--- src/rtl/f2i_pkg.sv ---
package f2i_pkg;
  localparam int SGL_EXP_W  = 8;
  localparam int SGL_FRAC_W = 23;
  localparam int SGL_W      = 1 + SGL_EXP_W + SGL_FRAC_W;
  localparam int DBL_EXP_W  = 11;
  localparam int DBL_FRAC_W = 52;
  localparam int DBL_W      = 1 + DBL_EXP_W + DBL_FRAC_W;
  localparam int SIG_W      = DBL_FRAC_W + 1;
  localparam int EXP_W      = DBL_EXP_W + 2;
  localparam int INT_W      = 64;
  localparam int NARROW_W   = 32;

  typedef enum logic [1:0] {
    RM_NEAR_EVEN = 2'd0,
    RM_ZERO      = 2'd1,
    RM_POS       = 2'd2,
    RM_NEG       = 2'd3
  } rmode_e;

  // common form of either source format; sig has its unit bit at the top
  typedef struct packed {
    logic                    sign;
    logic                    is_nan;
    logic                    is_inf;
    logic signed [EXP_W-1:0] exp;
    logic [SIG_W-1:0]        sig;
  } unpacked_t;

  typedef struct packed {
    logic             sign;
    logic             special;
    logic             big;
    logic             inexact;
    logic [INT_W:0]   mag;
  } rounded_t;
endpackage

--- src/rtl/f2i_unpack.sv ---
module f2i_unpack
  import f2i_pkg::*;
#(
  parameter int EW = 8,
  parameter int FW = 23
) (
  input  logic [EW+FW:0] bits,
  output unpacked_t      u
);
  localparam int BIAS = (1 << (EW - 1)) - 1;

  logic [EW-1:0] e_fld;
  logic [FW-1:0] f_fld;
  logic          normal;

  assign e_fld  = bits[EW+FW-1:FW];
  assign f_fld  = bits[FW-1:0];
  assign normal = (e_fld != '0);

  always_comb begin
    u.sign   = bits[EW+FW];
    u.is_nan = (&e_fld) && (|f_fld);
    u.is_inf = (&e_fld) && !(|f_fld);
    if (normal) u.exp = EXP_W'(int'(e_fld) - BIAS);
    else        u.exp = EXP_W'(1 - BIAS);
    u.sig = SIG_W'({normal, f_fld}) << (SIG_W - 1 - FW);
  end
endmodule

--- src/rtl/f2i_round.sv ---
module f2i_round
  import f2i_pkg::*;
(
  input  unpacked_t u,
  input  rmode_e    mode,
  output rounded_t  r
);
  localparam int FIX_W = 2 * INT_W;
  localparam int PAD_W = FIX_W - SIG_W;
  localparam int SH_W  = $clog2(FIX_W);
  localparam logic signed [EXP_W-1:0] E_MAX = EXP_W'(INT_W - 1);
  localparam logic signed [EXP_W-1:0] E_MIN = EXP_W'(-2);

  logic [FIX_W-1:0] fix;
  logic [INT_W-1:0] int_part;
  logic             far_sticky, half, sticky, up, big;

  always_comb begin
    fix        = '0;
    far_sticky = 1'b0;
    big        = 1'b0;
    if (u.exp > E_MAX)      big = 1'b1;
    else if (u.exp < E_MIN) far_sticky = |u.sig;
    else fix = {u.sig, {PAD_W{1'b0}}} >> SH_W'(E_MAX - u.exp);

    int_part = fix[FIX_W-1:INT_W];
    half     = fix[INT_W-1];
    sticky   = (|fix[INT_W-2:0]) | far_sticky;

    unique case (mode)
      RM_NEAR_EVEN: up = half & (sticky | int_part[0]);
      RM_ZERO:      up = 1'b0;
      RM_POS:       up = !u.sign & (half | sticky);
      RM_NEG:       up = u.sign & (half | sticky);
      default:      up = 1'b0;
    endcase

    r.sign    = u.sign;
    r.special = u.is_nan | u.is_inf;
    r.big     = big;
    r.inexact = half | sticky;
    r.mag     = {1'b0, int_part} + {{INT_W{1'b0}}, up};
  end
endmodule

--- src/rtl/f2i_pack.sv ---
module f2i_pack
  import f2i_pkg::*;
(
  input  rounded_t         r,
  input  logic             dst_wide,
  output logic [INT_W-1:0] value,
  output logic             invalid,
  output logic             overflow,
  output logic             inexact
);
  logic [1:0]       oor;
  logic [INT_W-1:0] cand [2];
  logic [INT_W-1:0] twos;

  assign twos = r.sign ? (~r.mag[INT_W-1:0] + 1'b1) : r.mag[INT_W-1:0];

  for (genvar g = 0; g < 2; g++) begin : g_dst
    localparam int W = (g == 0) ? NARROW_W : INT_W;
    localparam logic [INT_W:0] POS_MAX = {{(INT_W - W + 2){1'b0}}, {(W - 1){1'b1}}};
    localparam logic [INT_W:0] NEG_MAX = POS_MAX + 1;
    assign oor[g]  = r.big | (r.mag > (r.sign ? NEG_MAX : POS_MAX));
    assign cand[g] = (oor[g] | r.special) ? POS_MAX[INT_W-1:0] : INT_W'(twos[W-1:0]);
  end

  always_comb begin
    invalid  = r.special | oor[dst_wide];
    overflow = !r.special & oor[dst_wide];
    inexact  = r.inexact & !invalid;
    value    = cand[dst_wide];
  end
endmodule

--- src/rtl/f2i_convert.sv ---
module f2i_convert
  import f2i_pkg::*;
(
  input  logic             clk,
  input  logic             rst,
  input  logic             in_valid,
  input  logic [DBL_W-1:0] operand,
  input  logic             fmt_dbl,
  input  logic             dst_wide,
  input  logic [1:0]       rmode,
  output logic             out_valid,
  output logic [INT_W-1:0] result,
  output logic             flag_invalid,
  output logic             flag_overflow,
  output logic             flag_inexact
);
  unpacked_t        unp_s, unp_d, unp;
  rounded_t         rnd;
  logic [INT_W-1:0] value;
  logic             inv_c, ovf_c, inx_c;

  f2i_unpack #(.EW(SGL_EXP_W), .FW(SGL_FRAC_W)) u_unp_s (
    .bits (operand[SGL_W-1:0]),
    .u    (unp_s)
  );

  f2i_unpack #(.EW(DBL_EXP_W), .FW(DBL_FRAC_W)) u_unp_d (
    .bits (operand),
    .u    (unp_d)
  );

  assign unp = fmt_dbl ? unp_d : unp_s;

  f2i_round u_round (
    .u    (unp),
    .mode (rmode_e'(rmode)),
    .r    (rnd)
  );

  f2i_pack u_pack (
    .r        (rnd),
    .dst_wide (dst_wide),
    .value    (value),
    .invalid  (inv_c),
    .overflow (ovf_c),
    .inexact  (inx_c)
  );

  always_ff @(posedge clk) begin
    if (rst) begin
      out_valid     <= 1'b0;
      result        <= '0;
      flag_invalid  <= 1'b0;
      flag_overflow <= 1'b0;
      flag_inexact  <= 1'b0;
    end else begin
      out_valid <= in_valid;
      if (in_valid) begin
        result        <= value;
        flag_invalid  <= inv_c;
        flag_overflow <= ovf_c;
        flag_inexact  <= inx_c;
      end
    end
  end
endmodule

--- config.mk ---
export PLATFORM = sky130hd
export DESIGN_NAME = f2i_convert
export DESIGN_NICKNAME = d
export VERILOG_FILES = /design/src/rtl/f2i_pkg.sv /design/src/rtl/f2i_unpack.sv /design/src/rtl/f2i_round.sv /design/src/rtl/f2i_pack.sv /design/src/rtl/f2i_convert.sv
export SDC_FILE = /design/constraint.sdc
export NUM_CORES = 1
export LEC_CHECK = 0
export BUFFER_PORTS_ARGS = -buffer_cell sky130_fd_sc_hd__buf_2
export CORE_ASPECT_RATIO = 1.25
export CORE_MARGIN = 2
export CORE_UTILIZATION = 30
export DETAILED_ROUTE_END_ITERATION = 10
export GPL_TIMING_DRIVEN = 1
export SYNTH_ARGS = -nofsm -noshare
export SYNTH_HDL_FRONTEND = slang
export SYNTH_SLANG_ARGS = --single-unit
--- constraint.sdc ---
create_clock -name clk -period 27.6 [get_ports clk]
set_input_delay 1.38 -clock clk [delete_from_list [all_inputs] [get_ports clk]]
set_output_delay 1.38 -clock clk [all_outputs]
set_load 0.005 [all_outputs]
==> summary.md <==
| Metric | Value |
|---|---|
| TritonCTS clock tree | `done` |
| Post-synth EDFFs | `0` |
| Port Buf Inserts | `138` |
| DRC Markers | `0` |
| Fill cells | `5557` |
| Synthesized Nets | `2365` |
| Die Height | `256.4 um` |
| CP endpoint kind | `register` |
| DRT Wirelength | `84200 um` |
| Max cap viols | `0` |
| Final hold viol count | `0` |
| Post-CTS Resized | `0` |
| Hold path startpoint | `result[47]` |
| Vias | `19630` |
| Ys Warns | `0` |
| Initial antenna violation count | `1` |
| I/O pins | `139` |
| Leak Pwr | `6.203 nW` |
| Crit path DAT | `13.48 ns` |
| Normalized max-slew margin | `16.23%` |
| # nets final | `2391` |
| Worst Hold Margin | `0.4364 ns` |
| DRT iter0 DRCs | `2469` |
| Remaining antenna violation count | `0` |
| Worst hold path type | `reg -> reg` |
| Reg clk slew, reported paths | `0.06 ns` |
| Max IR drop VDD | `0.03120 mV` |
| Max FO, Critical Path | `50` |
| Multi-input gate area | `13030 um^2` |
| Grt total ovfl | `0` |
| Crit path time final | `13.32 ns` |
| Crit Path Class | `in -> reg` |
| Area delta synth->final | `9.300%` |
| Fraction of registers with async set/reset | `0%` |
| Top_reg_cell synth | `dfxtp_1` |
| CTS buffer count | `9` |
| RR Startpoint | `result[55]` |
| Most frequent cell after synthesis | `nand2_1` |
| Count of different cell masters after synthesis | `115` |
| Slew Viols, Final | `0` |
| Placed cell area | `16420 um^2` |
| RSZ-0062 raised after global routing | `no` |
| Clock sink total | `68` |
| Slowest stage delay, CP | `0.99 ns` |
| Routed WL per cell | `28.92 um` |
| DR pass1 iterations | `6` |
| Maximum clock path buffer count | `2` |
| Worst slew pin tran | `1.257 ns` |
| FF/Latch Area | `1361 um^2` |
| HPWL after DPL | `67330 um` |
| Post CTS Setup Buffer Count | `0` |
| Most frequent cells after synthesis | `nand2_1, nor2_1, a21oi_1` |
| Num rows | `92` |
| Syn Std Cell Area | `15280 um^2` |
| First-pass GRT wire length | `123500 um` |
| Starting Density | `30.31%` |
| Clk_lat worst skew | `0.34 ns` |
| Layout cells sized above 1 | `14.16%` |
| Crit-path slowest cell | `and3_1` |
| Max Clk Rate | `75.08 MHz` |
| Clock skew | `0 ns` |
| Root buffer cell | `clkbuf_16` |
| Synth area leaders | `dfxtp_1, ha_1, a21oi_1` |
| Req. time, crit path | `27.76 ns` |
| Origin of the worst setup path | `operand[52]` |
| Final setup fails | `0` |
| Layout Cell Area excl Fill | `16700 um^2` |
| Startpoint types | `primary input` |
| CORE AREA | `50420 um^2` |
| Status | `finished clean` |
| Post-synth top area share | `8.907%` |
| Die footprint | `52780 um^2` |
| Setup tns final | `0 ns` |
| Hold_buf cts | `0` |
| Via density | `6.740` |
| Vias in the first global route | `18720` |
| Yosys reg bits | `68` |
| Largest net degree at the start of global routing | `92` |
| Gate Count Post-Synth | `2222` |
| Routability cong. | `0.9979` |
| Final period utilization | `48.26%` |
| Area leader, netlist | `dfxtp_1` |
| Htree depth | `3` |
| Post-Syn Area per Cell | `6.878 um^2` |
| Die X | `205.9 um` |
| Pwr/cell area | `43.05 nW/um^2` |
| Register area share after synthesis | `8.907%` |
| Total track usage | `30.85%` |
flip-flops by register name, summed over array words and instances, names as in the netlist:
signal,count
flag_overflow,1
flag_invalid,1
out_valid,1
flag_inexact,1
result,64
metrics by stage:
stage	worst slack (ns)	instances	utilization, %	power, mW
after global routing	13.53	2911	33.13	0.7525
after CTS	14.58	2911	33.13	0.7056
final	14.28	2912	33.13	0.7192
after global placement	14.38	2895	32.56	0.5948
after floorplan	17.40	2222	-	0.4223
after detailed placement	14.22	2895	32.57	0.5961
critical path, delay by kind of cell:
family	cells	cell delay, ns
AO/OA/AOI/OAI	24	5.13
XOR/XNOR	1	0.38
adder cells (fa/ha/maj)	3	0.72
buffers and inverters	4	1.19
AND/OR/NAND/NOR	13	4.59
area by class of cell:
type / count / share of cell area [%]
diodes: 1 / 0.01498
clock buffers: 13 / 1.558
clock inverters: 3 / 0.1273
inverters: 34 / 0.7640
multi-input cells: 1945 / 77.99
flip-flops and latches: 68 / 8.149
well taps: 658 / 4.928
repair buffers: 190 / 6.471
final timing paths:
kind,endpoint,slack (ns),cells after the start
setup reg to reg,result[55],26.35,4
hold reg to reg,result[47],0.44,2
hold / removal,result[47],0.44,2
setup / recovery,result[1],14.28,45
power breakdown:
group / internal, mW / leakage, nW / switching [mW]
Combinational: 0.152 / 5.51 / 0.346
Clock: 0.0657 / 0.136 / 0.0421
Sequential: 0.108 / 0.562 / 0.00511
Total: 0.326 / 6.20 / 0.394
metal layers:
| layer | share of wire (%) | vias to the layer above | GRT usage [%] |
|---|---|---|---|
| met5 | 0.015 | - | 0 |
| met4 | 9.4 | 2 | 24.31 |
| met2 | 46 | 1256 | 50.41 |
| met3 | 7.9 | 344 | 4.270 |
| li1 | - | 8750 | - |
| met1 | 37 | 9276 | 35.92 |
logic make-up after synthesis:
family                     count (synthesis)  share of synthesized area (%)
AOI/OAI and AO/OA                        756                          35.34
xor gates and xnor gates                  99                          5.673
DFF                                       68                          8.907
adders and majority gates                 72                          5.894
buffers and inverters                    209                          6.361
and+or+nand+nor                          930                          31.69
muxes                                     88                          6.132
layout by cell type (no fill, tap or decap), types with 19 or more instances in the layout:
master / n
inv_1: 33
a32oi_1: 49
nor4_1: 53
and2_1: 26
o32ai_1: 21
nand3_1: 110
nor2b_1: 21
or3_1: 22
nor3_1: 99
nand2_1: 201
a21oi_1: 152
mux2_2: 30
a221oi_1: 37
xnor2_1: 69
buf_2: 138
o22ai_1: 26
or4_1: 19
dfxtp_1: 68
xor2_1: 30
nor2_1: 189
o31ai_1: 19
o211ai_1: 22
a22oi_1: 34
a211oi_1: 49
nand4_1: 53
a31oi_1: 36
buf_4: 52
and3_1: 25
ha_1: 72
mux2i_1: 53
o21ai_1: 28
o21ai_0: 97
a21o_1: 24
nand2b_1: 20
Note: power is estimated with default switching activity, not from simulation.
